[src/rtl/pmc_pkg.sv]
package pmc_pkg;

  typedef enum logic [3:0] {
    OP_NOP      = 4'h0,
    OP_ALLOC    = 4'h2,
    OP_WIPE     = 4'h4,
    OP_REL_DONE = 4'h8,
    OP_REL_NUM  = 4'hA,
    OP_ENQ      = 4'hC,
    OP_FLUSH    = 4'hE
  } op_e;

  // page field carries count minus one
  function automatic int unsigned pages_needed(input int unsigned field);
    return field + 1;
  endfunction

  // index of the lowest clear bit among the first n bits
  function automatic int unsigned lowest_clear(input logic [63:0] mask, input int unsigned n);
    int unsigned idx;
    idx = 0;
    for (int i = 63; i >= 0; i--) begin
      if (i < int'(n) && !mask[i]) idx = i;
    end
    return idx;
  endfunction

endpackage

[src/rtl/pmc_fifo.sv]
module pmc_fifo #(
  parameter int W     = 3,
  parameter int DEPTH = 8
) (
  input  logic         clk,
  input  logic         rst_n,
  input  logic         clr,
  input  logic         push,
  input  logic [W-1:0] din,
  input  logic         pop,
  output logic [W:0]   head,
  output logic         empty,
  output logic         full
);
  localparam int AW = (DEPTH > 1) ? $clog2(DEPTH) : 1;
  localparam int CW = $clog2(DEPTH + 1);

  logic [W-1:0]  mem [DEPTH];
  logic [AW-1:0] rd_p, wr_p;
  logic [CW-1:0] cnt;

  // internal events named for the checks
  logic do_push, do_pop;
  assign do_push = push && !full;
  assign do_pop  = pop && !empty;

  assign empty = (cnt == '0);
  assign full  = (cnt == CW'(DEPTH));
  assign head  = empty ? {1'b1, {W{1'b0}}} : {1'b0, mem[rd_p]};

  function automatic logic [AW-1:0] bump(input logic [AW-1:0] p);
    return (p == AW'(DEPTH - 1)) ? '0 : p + AW'(1);
  endfunction

  always_ff @(posedge clk) begin
    if (!clr && do_push) mem[wr_p] <= din;
  end

  always_ff @(posedge clk) begin
    if (!rst_n || clr) begin
      rd_p <= '0;
      wr_p <= '0;
      cnt  <= '0;
    end else begin
      if (do_push) wr_p <= bump(wr_p);
      if (do_pop)  rd_p <= bump(rd_p);
      cnt <= cnt + CW'(do_push) - CW'(do_pop);
    end
  end


  no_overflow_chk: assert property (@(posedge clk) disable iff (!rst_n)
    full && push && !pop && !clr |=> full && !empty);


  clear_empties_chk: assert property (@(posedge clk) disable iff (!rst_n)
    clr |=> empty);

endmodule

[src/rtl/pmc_pool.sv]
module pmc_pool
  import pmc_pkg::*;
#(
  parameter int NPKT        = 8,
  parameter int TOTAL_PAGES = 16,
  parameter int REL_CYCLES  = 4,
  parameter int NB          = 3
) (
  input  logic                    clk,
  input  logic                    rst_n,
  input  logic                    wipe,
  input  logic                    alloc_req,
  input  logic [NB-1:0]           alloc_n,
  input  logic                    rel_go,
  input  logic [$clog2(NPKT)-1:0] rel_pnum,
  output logic                    alloc_ok,
  output logic [$clog2(NPKT)-1:0] alloc_pnum,
  output logic [NPKT-1:0]         held,
  output logic                    busy,
  output logic                    rel_fin
);
  localparam int NW = $clog2(NPKT);
  localparam int FW = $clog2(TOTAL_PAGES + 1);
  localparam int GW = NB + 1;
  localparam int TW = $clog2(REL_CYCLES + 1);

  logic [GW-1:0] pg [NPKT];
  logic [FW-1:0] free_pg;
  logic [TW-1:0] tcnt;
  logic [NW-1:0] tgt;
  logic [GW-1:0] need;
  logic          any_free;

  assign need       = GW'(pages_needed(int'(alloc_n)));
  assign any_free   = ~&held;
  assign alloc_pnum = NW'(lowest_clear(64'(held), NPKT));
  assign alloc_ok   = alloc_req && any_free && (int'(need) <= int'(free_pg));
  assign rel_fin    = busy && (tcnt == '0);

  always_ff @(posedge clk) begin
    if (alloc_ok && !wipe) pg[alloc_pnum] <= need;
  end

  always_ff @(posedge clk) begin
    if (!rst_n || wipe) begin
      held    <= '0;
      free_pg <= FW'(TOTAL_PAGES);
      busy    <= 1'b0;
      tcnt    <= '0;
      tgt     <= '0;
    end else begin
      free_pg <= free_pg + (rel_fin ? FW'(pg[tgt]) : '0) - (alloc_ok ? FW'(need) : '0);
      held    <= (held & ~(rel_fin ? (NPKT'(1) << tgt) : '0))
               | (alloc_ok ? (NPKT'(1) << alloc_pnum) : '0);
      if (rel_go) begin
        busy <= 1'b1;
        tcnt <= TW'(REL_CYCLES - 1);
        tgt  <= rel_pnum;
      end else if (busy) begin
        if (tcnt == '0) busy <= 1'b0;
        else            tcnt <= tcnt - TW'(1);
      end
    end
  end

  int held_sum;
  always_comb begin
    held_sum = 0;
    for (int i = 0; i < NPKT; i++) if (held[i]) held_sum += int'(pg[i]);
  end


  pool_balance_chk: assert property (@(posedge clk) disable iff (!rst_n)
    int'(free_pg) + held_sum == TOTAL_PAGES);


  release_holds_busy_chk: assert property (@(posedge clk) disable iff (!rst_n)
    rel_go |=> busy);


  no_start_while_busy_chk: assert property (@(posedge clk) disable iff (!rst_n)
    busy |-> !rel_go);


  release_frees_chk: assert property (@(posedge clk) disable iff (!rst_n)
    rel_fin |=> !held[$past(tgt)]);

endmodule

[src/rtl/pkt_cmd_unit.sv]
module pkt_cmd_unit
  import pmc_pkg::*;
#(
  parameter int NPKT        = 8,
  parameter int TOTAL_PAGES = 16,
  parameter int REL_CYCLES  = 4,
  parameter int QDEPTH      = 8,
  parameter int NB          = 3
) (
  input  logic                    clk,
  input  logic                    rst_n,
  input  logic                    cmd_wr,
  input  logic [3:0]              cmd_code,
  input  logic [NB-1:0]           cmd_pages,
  input  logic [$clog2(NPKT)-1:0] pnr,
  input  logic                    tx_take,
  input  logic                    done_vld,
  input  logic [$clog2(NPKT)-1:0] done_pnum,
  input  logic                    cmpl_rd,
  output logic [3:0]              stat,
  output logic [7:0]              alloc_res,
  output logic                    alloc_irq,
  output logic [$clog2(NPKT):0]   tx_head,
  output logic [$clog2(NPKT):0]   cmpl_head
);
  localparam int NW = $clog2(NPKT);

  logic          wr_q;
  logic [3:0]    op_q;
  logic [NB-1:0] n_q;
  logic [NW-1:0] pn_q;

  // latch while strobe high, act on its fall
  always_ff @(posedge clk) begin
    if (!rst_n) begin
      wr_q <= 1'b0;
      op_q <= '0;
      n_q  <= '0;
      pn_q <= '0;
    end else begin
      wr_q <= cmd_wr;
      if (cmd_wr) begin
        op_q <= cmd_code;
        n_q  <= cmd_pages;
        pn_q <= pnr;
      end
    end
  end

  logic trail;
  assign trail = wr_q && !cmd_wr;

  logic is_alloc, is_wipe, is_rel_done, is_rel_num, is_enq, is_flush;
  assign is_alloc    = trail && (op_q == OP_ALLOC);
  assign is_wipe     = trail && (op_q == OP_WIPE);
  assign is_rel_done = trail && (op_q == OP_REL_DONE);
  assign is_rel_num  = trail && (op_q == OP_REL_NUM);
  assign is_enq      = trail && (op_q == OP_ENQ);
  assign is_flush    = trail && (op_q == OP_FLUSH);

  logic          tx_empty, tx_full, cmpl_empty, cmpl_full;
  logic          alloc_ok, busy, rel_fin;
  logic [NW-1:0] alloc_pnum;
  logic [NPKT-1:0] held;

  logic          rel_any, tgt_ok, rel_go, rel_bad, q_clr, cmpl_pop;
  logic [NW-1:0] rel_tgt;
  assign rel_any  = is_rel_done || is_rel_num;
  assign rel_tgt  = is_rel_done ? cmpl_head[NW-1:0] : pn_q;
  assign tgt_ok   = is_rel_done ? (!cmpl_empty && held[rel_tgt]) : held[rel_tgt];
  assign rel_go   = rel_any && !busy && tgt_ok;
  assign rel_bad  = rel_any && !rel_go;
  assign q_clr    = is_wipe || is_flush;
  assign cmpl_pop = cmpl_rd || (rel_go && is_rel_done);

  pmc_pool #(
    .NPKT(NPKT), .TOTAL_PAGES(TOTAL_PAGES), .REL_CYCLES(REL_CYCLES), .NB(NB)
  ) u_pool (
    .clk(clk), .rst_n(rst_n), .wipe(is_wipe),
    .alloc_req(is_alloc), .alloc_n(n_q),
    .rel_go(rel_go), .rel_pnum(rel_tgt),
    .alloc_ok(alloc_ok), .alloc_pnum(alloc_pnum), .held(held),
    .busy(busy), .rel_fin(rel_fin)
  );

  pmc_fifo #(.W(NW), .DEPTH(QDEPTH)) u_txq (
    .clk(clk), .rst_n(rst_n), .clr(q_clr),
    .push(is_enq), .din(pn_q), .pop(tx_take),
    .head(tx_head), .empty(tx_empty), .full(tx_full)
  );

  pmc_fifo #(.W(NW), .DEPTH(QDEPTH)) u_cmplq (
    .clk(clk), .rst_n(rst_n), .clr(q_clr),
    .push(done_vld), .din(done_pnum), .pop(cmpl_pop),
    .head(cmpl_head), .empty(cmpl_empty), .full(cmpl_full)
  );

  logic err;
  always_ff @(posedge clk) begin
    if (!rst_n) begin
      err       <= 1'b0;
      alloc_res <= 8'h00;
      alloc_irq <= 1'b0;
    end else begin
      alloc_irq <= is_alloc;
      if (is_wipe) begin
        err       <= 1'b0;
        alloc_res <= 8'h00;
      end else begin
        if (rel_bad) err <= 1'b1;
        if (is_alloc) alloc_res <= alloc_ok ? 8'(alloc_pnum) : 8'h80;
      end
    end
  end

  assign stat = {cmpl_empty, tx_empty, err, busy};


  irq_single_chk: assert property (@(posedge clk) disable iff (!rst_n)
    alloc_irq |=> !alloc_irq);


  err_sticky_chk: assert property (@(posedge clk) disable iff (!rst_n)
    err && !is_wipe |=> err);


  busy_after_fall_chk: assert property (@(posedge clk) disable iff (!rst_n)
    $rose(busy) |-> $past(trail));


  cmpl_full_flag_chk: assert property (@(posedge clk) disable iff (!rst_n)
    cmpl_full |-> !cmpl_empty);

endmodule

[config.mk]
export PLATFORM = sky130hd
export DESIGN_NAME = pkt_cmd_unit
export DESIGN_NICKNAME = d
export VERILOG_FILES = /design/src/rtl/pmc_pkg.sv /design/src/rtl/pmc_fifo.sv /design/src/rtl/pmc_pool.sv /design/src/rtl/pkt_cmd_unit.sv
export SDC_FILE = /design/constraint.sdc
export NUM_CORES = 1
export LEC_CHECK = 0
export BUFFER_PORTS_ARGS = -buffer_cell sky130_fd_sc_hd__clkbuf_2
export CAP_MARGIN = 20
export CORE_AREA = 2 2 127 129
export DETAILED_ROUTE_END_ITERATION = 10
export DIE_AREA = 0 0 129 131
export MAX_ROUTING_LAYER = met4
export PLACE_DENSITY = 0.71
export SYNTH_ARGS = -nofsm -noshare
export SYNTH_HDL_FRONTEND = slang
export SYNTH_HIERARCHICAL = 1
export SYNTH_SLANG_ARGS = --single-unit
[constraint.sdc]
create_clock -name clk -period 4.12 [get_ports clk]
set_input_delay 0.206 -clock clk [delete_from_list [all_inputs] [get_ports clk]]
set_output_delay 0.206 -clock clk [all_outputs]
set_load 0.05 [all_outputs]
# ---- Yosys cells after proc, flatten, opt, wreduce, memory -nomap -nowiden
# Memories as Yosys holds them, arrays and structs flattened. A register that Yosys moved wholly into a read port is not among the register bits.
# Index checks and enable logic that the tools add are counted.
dict set report totals {
  ff_bits 61
  mem_bits_rw 80
  elab_cells 144
  memories 3
}
dict set report classes {
  add_sub_neg 12
  order_cmp 2
  eq_ne 13
  shift 2
  mux 41
  bitwise 5
  reduce_logical 47
}
# name words word_bits rd rd_clocked_by_memory_dff write_ports line
set memory_table {}
lappend memory_table {u_pool.pg 8 4 1 1 1 pmc_pool.sv:27} ;# logic [GW-1:0] pg [NPKT];
lappend memory_table {u_cmplq.mem 8 3 1 1 1 pmc_fifo.sv:18} ;# logic [W-1:0] mem [DEPTH];
lappend memory_table {u_txq.mem 8 3 1 1 1 pmc_fifo.sv:18}
# cell n
set ops {}
lappend ops {{$mux 3} 19}
lappend ops {{$eq 4x4->1 const B} 6}
lappend ops {{$mux 8} 3}
lappend ops {{$logic_and 1x1->1} 22}
lappend ops {{$mux 4} 4}
lappend ops {{$shl 1x3->8 const A} 2}
lappend ops {{$add 3x1->3 const B} 4}
lappend ops {{$eq 3x3->1 const B} 4}
lappend ops {{$logic_not 1->1} 11}
lappend ops {{$mux 1} 11}
lappend ops {{$add 4x1->4} 2}
lappend ops {{$and 8x8->8} 1}
lappend ops {{$logic_not 4->1} 2}
lappend ops {{$not 8->8} 1}
lappend ops {{$or 8x8->8} 1}
lappend ops {{$reduce_and 8->1} 1}
lappend ops {{$sub 4x1->4} 2}
lappend ops {{$mux 2} 3}
lappend ops {{$add 5x5->5} 1}
lappend ops {{$le 4x5->1} 1}
lappend ops {{$logic_or 1x1->1} 5}
lappend ops {{$sub 5x5->5} 1}
lappend ops {{$add 3x1->4 const B} 1}
lappend ops {{$eq 4x2->1 const B} 1}
lappend ops {{10 further kinds} 13}

# ---- Longest topological paths before layout
dict set report logic_depth {
  depth_word 14
  ltp_mapped 20
}

# ---- Modules after synthesis
# The synthesis kept the hierarchy.
# mod instances cells_per_inst area_per_inst_um2 seq_area_each_um2
set by_module_without_submodules {}
lappend by_module_without_submodules {pmc_fifo 2 138 1669.1 980.9}
lappend by_module_without_submodules {pmc_pool 1 216 2668.8 1421.4}
lappend by_module_without_submodules {pkt_cmd_unit 1 115 1009.7 340.3}

# ---- Worst setup path after synthesis
# No wires, ideal clock.
dict set report synth_timing {
  kind {flip-flop to flip-flop}
  startpoint {register u_cmplq.cnt[2]}
  endpoint {register u_cmplq.cnt[3]}
  setup_time_ns 0.121
  arrival_time_ns 3.740
  setup_slack_ns 0.260
  stages_incl_launch_ff 19
  n_path_buf 1
  cell_sequence {dfxtp_1 -> inv_1 -> ha_1 -> nor3b_1 -> buf_2 -> a21oi_1 -> and4_1 -> mux4_2 -> nor2b_1 -> a31oi_1 -> o21ai_1 -> inv_1 -> nor2_1 -> ha_1 -> inv_1 -> ha_1 -> a21o_1 -> a21oi_1 -> mux2_2}
}
dict set report synth_between {
  elab_chain_cells 12
  elab_cells_between_ends 17
  cone_classes {add/sub (2); eq/ne (1); mux (5); reduce/logical (9)}
}
# item line
set synth_lines {}
lappend synth_lines {{start, declared} pmc_fifo.sv:20} ;# logic [CW-1:0] cnt;
lappend synth_lines {{start signal, assigned} pmc_fifo.sv:47} ;# cnt <= cnt + CW'(do_push) - CW'(do_pop);
lappend synth_lines {{$logic_not 4->1 *} pmc_fifo.sv:27} ;# assign empty = (cnt == '0);
lappend synth_lines {{net cmpl_empty} pkt_cmd_unit.sv:61} ;# logic tx_empty, tx_full, cmpl_empty, cmpl_full;
lappend synth_lines {{$mux 4 *} pmc_fifo.sv:29} ;# assign head = empty ? {1'b1, {W{1'b0}}} : {1'b0, mem[rd_p]};
lappend synth_lines {{net cmpl_head[0]} pkt_cmd_unit.sv:24} ;# output logic [$clog2(NPKT):0] cmpl_head
lappend synth_lines {{$mux 3 *} pkt_cmd_unit.sv:69} ;# assign rel_tgt = is_rel_done ? cmpl_head[NW-1:0] : pn_q;
lappend synth_lines {{$bmux 1 s3 *} pkt_cmd_unit.sv:70} ;# assign tgt_ok = is_rel_done ? (!cmpl_empty && held[rel_tgt]) : held[rel_tgt];
lappend synth_lines {{$mux 1 (implied by the code) *} pkt_cmd_unit.sv:70}
lappend synth_lines {{$logic_and 1x1->1} pkt_cmd_unit.sv:70}
lappend synth_lines {{$mux 1 *} pkt_cmd_unit.sv:70}
lappend synth_lines {{$logic_and 1x1->1 *} pkt_cmd_unit.sv:71} ;# assign rel_go = rel_any && !busy && tgt_ok;
lappend synth_lines {{$logic_and 1x1->1 *} pkt_cmd_unit.sv:74} ;# assign cmpl_pop = cmpl_rd || (rel_go && is_rel_done);
lappend synth_lines {{$logic_or 1x1->1 *} pkt_cmd_unit.sv:74}
lappend synth_lines {{net cmpl_pop} pkt_cmd_unit.sv:66} ;# logic rel_any, tgt_ok, rel_go, rel_bad, q_clr, cmpl_pop;
lappend synth_lines {{$logic_and 1x1->1 *} pmc_fifo.sv:25} ;# assign do_pop = pop && !empty;
lappend synth_lines {{$sub 4x1->4 *} pmc_fifo.sv:47}
# Mark *: on every way through the listed nets, which the timed path passes. The rest lies on a longest branch. The select of a mux whose other input is x is not followed.
# A chain may end at the register's enable or synchronous reset.

# ---- Worst setup path after layout
dict set report layout_timing {
  startpoint {register n_q[0]}
  endpoint {register u_pool.free_pg[3]}
}
dict set report layout_between {
  elab_chain_cells 5
}
# item line
set layout_lines {}
lappend layout_lines {{start, declared} pkt_cmd_unit.sv:30} ;# logic [NB-1:0] n_q;
lappend layout_lines {{start signal, assigned} pkt_cmd_unit.sv:44} ;# n_q <= cmd_pages;
lappend layout_lines {{$add 3x1->4 *} pmc_pkg.sv:15} ;# return field + 1;
lappend layout_lines {{net u_pool.need[3]} pmc_pool.sv:31} ;# logic [GW-1:0] need;
lappend layout_lines {{$le 4x5->1} pmc_pool.sv:37} ;# assign alloc_ok = alloc_req && any_free && (int'(need) <= int'(free_pg));
lappend layout_lines {{$logic_and 1x1->1} pmc_pool.sv:37}
lappend layout_lines {{$mux 4 *} pmc_pool.sv:52} ;# free_pg <= free_pg + (rel_fin ? FW'(pg[tgt]) : '0) - (alloc_ok ? FW'(need) : '0);
lappend layout_lines {{$sub 5x5->5 *} pmc_pool.sv:52}
lappend layout_lines {{end signal, assigned} pmc_pool.sv:47} ;# free_pg <= FW'(TOTAL_PAGES);
lappend layout_lines {{end signal, assigned} pmc_pool.sv:52}
lappend layout_lines {{end, declared} pmc_pool.sv:28} ;# logic [FW-1:0] free_pg;
# Mark *: on every way through the listed nets, which the timed path passes. The rest lies on a longest branch.

==> parameters.txt <==
Parameter                              Value

Timing
  Ratio of final minimum period to clock period    93.0%
  Worst-case headroom to the max-slew limit    46.8%
  Actual slew at the worst max-slew pin    0.791 ns
  Unrepaired setup endpoints after global routing    no
  Tmin final    3.83 ns
  Number of endpoints failing setup at the final stage    0
  Sum Neg Setup Slack    0 ns
  Final Skew    0.00984 ns
  Pins over their slew limit    0
  Hold Fails Final Rpt    0
  Highest clock frequency the design can meet    261 MHz

Drt
  Total wirelength of the detailed-routed design    14.1 mm
  Via count    4642
  Routed WL per cell    16.1 um
  Count of TritonRoute iterations in the first routing pass    7
  Per-cell via count in the routed design    5.31
  Number of design rule violations left after detail routing    0
  Antenna Nets Post-Route    0
  Drt initial violations    386

Final layout
  Area used by multi-input combinational logic    0.00296 mm^2
  Post-layout net count    703
  Register area    0.00372 mm^2
  Layout filler cell count    1356
  Most frequent standard cell in the layout excluding fill and tap cells    sky130_fd_sc_hd__edfxtp_1
  Final antenna diode count    0
  Fraction of final layout cells with drive strength greater than 1    16.5%
  Non-filler cells in the finished layout    875
  Most frequent cells in the layout    80 x sky130_fd_sc_hd__edfxtp_1, 66 x sky130_fd_sc_hd__dfxtp_1, 45 x sky130_fd_sc_hd__inv_1
  Area grow syn2layout    14.4%

Floorplanning
  Cell row count    46
  Total Die Area    0.0169 mm^2
  Number of top-level pins    40
  Horizontal extent of the die    129 um
  Area of the core    0.0156 mm^2
  Die Height    131 um
  Starting density of the core    45.0%

Clock tree
  Root Driver    sky130_fd_sc_hd__clkbuf_16
  Clock latency on the worst-skew pair    0.42 ns
  Total clock sinks    146
  Clock slew at reported path FFs    0.06 ns
  TritonCTS clock tree    built
  Num CTS Buffers    17
  # hold bufs at CTS    0
  Total number of H-tree levels    4
  Maximum buffer depth of the clock tree    2

Yosys
  Area fraction in compound gates after synthesis    7.52%
  Largest family of logic cells by synthesized area    simple AND/OR/NAND/NOR gates
  Post-Synthesis Cell Area    0.00702 mm^2
  Simple-gate share of the synthesized area    15.6%
  Number of cells produced by synthesis    607
  Sequential area share after synthesis    53.1%
  Xor and xnor fraction of the mapped netlist area    1.12%
  Adder-cell share of the synthesized area    7.42%
  Avg Inst Size Synth    11.6 um^2
  Number of flops mapped to enable cells by yosys    80
  Ys Warns    6
  Top flip-flop cell by instance count after synthesis    sky130_fd_sc_hd__edfxtp_1
  Number of different library cells in the post-synthesis netlist    63
  Async set-or-reset flop fraction in the synthesized netlist    0%
  Share of synthesized area spent on multiplexers    10.2%
  Number of storage elements in the synthesis netlist    146

Min path
  Path category of the worst min-delay check    in2reg

Place
  Routability congestion estimate from global placement    0.884
  Count of port buffers added during placement    35
  Placed Cells incl. Taps    843
  DPL Wire Length    10.2 mm

Critical path
  Worst Setup Start Kind    register
  Startpoint-to-endpoint class of the critical path    reg2reg
  Type of element capturing the critical path    register
  Highest net fanout along the worst path    10
  Endpoint arrival time on the critical path    4.12 ns
  CP Data Required Time    4.41 ns

Power and ir drop
  Pwr per Cell Area    549 mW/mm^2
  Static Leak    2.94 nW
  Worst-case vdd ir drop    0.419 mV

Status
  Run status    completed

Global route
  Number of antenna violations at the first check in global routing    0
  Vias in the first global route    4724
  Total gr overflow    0
  Global-route wire length before repair    23.0 mm
  Pin count of the biggest net entering global routing    18
  Overall routing resource usage    18.6%

Run
  Max Cap Viol    0
cell type report:
type / count / share of cell area, %
Clock buffer: 20 / 5.44
Clock inverter: 12 / 2.54
Inverter: 51 / 2.39
Multi-Input combinational cell: 386 / 36.9
Sequential cell: 146 / 46.4
Tap cell: 216 / 3.37
Timing Repair Buffer: 44 / 3.02
report_power, final:
group / switching [mW] / internal, mW / leakage, nW
clock network: 0.580 / 1.08 / 0.303
registers: 0.0874 / 1.62 / 1.25
logic: 0.670 / 0.371 / 1.39
total: 1.34 / 3.07 / 2.94
critical path, cell delays in order (launching register included):
cell and delay [ns]:
sky130_fd_sc_hd__dfxtp_1 0.46, sky130_fd_sc_hd__and3_1 0.42, sky130_fd_sc_hd__ha_1 0.34, sky130_fd_sc_hd__a41oi_1 0.22, sky130_fd_sc_hd__nor2b_1 0.07, sky130_fd_sc_hd__a31o_2 0.29, sky130_fd_sc_hd__o21ai_1 0.27, sky130_fd_sc_hd__nor2_1 0.12
sky130_fd_sc_hd__fa_1 0.58, sky130_fd_sc_hd__inv_1 0.06, sky130_fd_sc_hd__ha_1 0.28, sky130_fd_sc_hd__a21o_1 0.17, sky130_fd_sc_hd__a21oi_1 0.17, sky130_fd_sc_hd__xor2_1 0.17, sky130_fd_sc_hd__nor2_1 0.05
stage by stage:
stage                     area (um^2)  hold slack (ns)  power, mW  utilization [%]  setup slack, ns
final                            8030           0.0401       4.41             51.5            0.289
after global routing             8030           0.0356       4.63             51.5          0.00308
after CTS                        8020           0.0237       4.45             51.4            0.271
after detailed placement         7380            0.464       2.77             47.3            0.301
after global placement           7380            0.452       2.72             47.3            0.453
after floorplan                  7030            0.305       2.57                -            0.260
cell usage after synthesis (4+ instances only):
cell type | number | share of area, %
sky130_fd_sc_hd__xor2_1 | 6 | 0.75
sky130_fd_sc_hd__mux4_1 | 8 | 3.0
sky130_fd_sc_hd__mux2i_1 | 39 | 5.6
sky130_fd_sc_hd__nor2b_1 | 20 | 1.8
sky130_fd_sc_hd__inv_2 | 6 | 0.32
sky130_fd_sc_hd__nor2_1 | 44 | 2.4
sky130_fd_sc_hd__nand3b_1 | 7 | 0.75
sky130_fd_sc_hd__nand4b_1 | 4 | 0.50
sky130_fd_sc_hd__buf_2 | 6 | 0.43
sky130_fd_sc_hd__nand3_1 | 16 | 1.1
sky130_fd_sc_hd__a21o_1 | 4 | 0.43
sky130_fd_sc_hd__a211oi_1 | 4 | 0.43
sky130_fd_sc_hd__nor3_1 | 7 | 0.50
sky130_fd_sc_hd__nand2b_1 | 12 | 1.1
sky130_fd_sc_hd__ha_1 | 32 | 5.7
sky130_fd_sc_hd__nor4_1 | 6 | 0.54
sky130_fd_sc_hd__dfxtp_1 | 66 | 19
sky130_fd_sc_hd__nand2_1 | 38 | 2.0
sky130_fd_sc_hd__clkbuf_1 | 5 | 0.27
sky130_fd_sc_hd__buf_4 | 13 | 1.4
sky130_fd_sc_hd__fa_1 | 6 | 1.7
sky130_fd_sc_hd__or4_1 | 4 | 0.43
sky130_fd_sc_hd__and4_1 | 6 | 0.75
sky130_fd_sc_hd__mux2_2 | 6 | 0.96
sky130_fd_sc_hd__a21oi_1 | 37 | 2.6
sky130_fd_sc_hd__o21ai_0 | 21 | 1.5
sky130_fd_sc_hd__inv_1 | 45 | 2.4
sky130_fd_sc_hd__edfxtp_1 | 80 | 34
sky130_fd_sc_hd__nor3b_1 | 4 | 0.43
sequential cells by signal, summed over array words and instances, names as in the netlist, 3 cells and up, named ones only:
signal / cells
u_pool/free_pg: 5
u_txq/wr_p: 3
u_pool/tgt: 3
u_pool/held: 8
u_cmplq/rd_p: 3
alloc_res: 4
pn_q: 3
u_pool/pg: 32
n_q: 3
u_txq/rd_p: 3
u_txq/mem: 24
u_cmplq/cnt: 4
u_pool/tcnt: 3
u_txq/cnt: 4
u_cmplq/mem: 24
u_cmplq/wr_p: 3
op_q: 4
cell families (layout without fill, tap and decap cells):
kind of cell	after synthesis	in the layout
xor gates and xnor gates	9	9
other	1	4
DFF	146	146
AOI/OAI and AO/OA	86	86
muxes	55	55
buffers and inverters	78	127
adders and majority gates	38	38
and+or+nand+nor	194	194
worst paths after layout:
check             slack, ns                           end  cells after the start                       from
setup / recovery       0.29  u_pool/free_pg[3]$_SDFF_PP0_                     14        n_q[0]$_SDFFE_PN0P_
hold / removal         0.04          op_q[3]$_SDFFE_PN0P_                      3                cmd_code[3]
setup reg to reg       0.29  u_pool/free_pg[3]$_SDFF_PP0_                     14        n_q[0]$_SDFFE_PN0P_
hold reg to reg        0.46     alloc_res[0]$_SDFFE_PP0P_                      2  alloc_res[0]$_SDFFE_PP0P_
what timing repair did:
action	in CTS	in global routing
endpoints found under the setup margin	0	4
resized for setup	0	2
buffers inserted	0	0
metal layers:
layer,wire length (um),vias up,GRT usage (%),share of wire [%]
li1,-,2259,-,-
met1,6090,2264,21.5,43
met2,7050,103,30.9,50
met3,776,16,6.56,5.5
met4,167,0,5.43,1.2
met5,0,-,-,0
No activity file was read; power rests on OpenSTA's default activity.
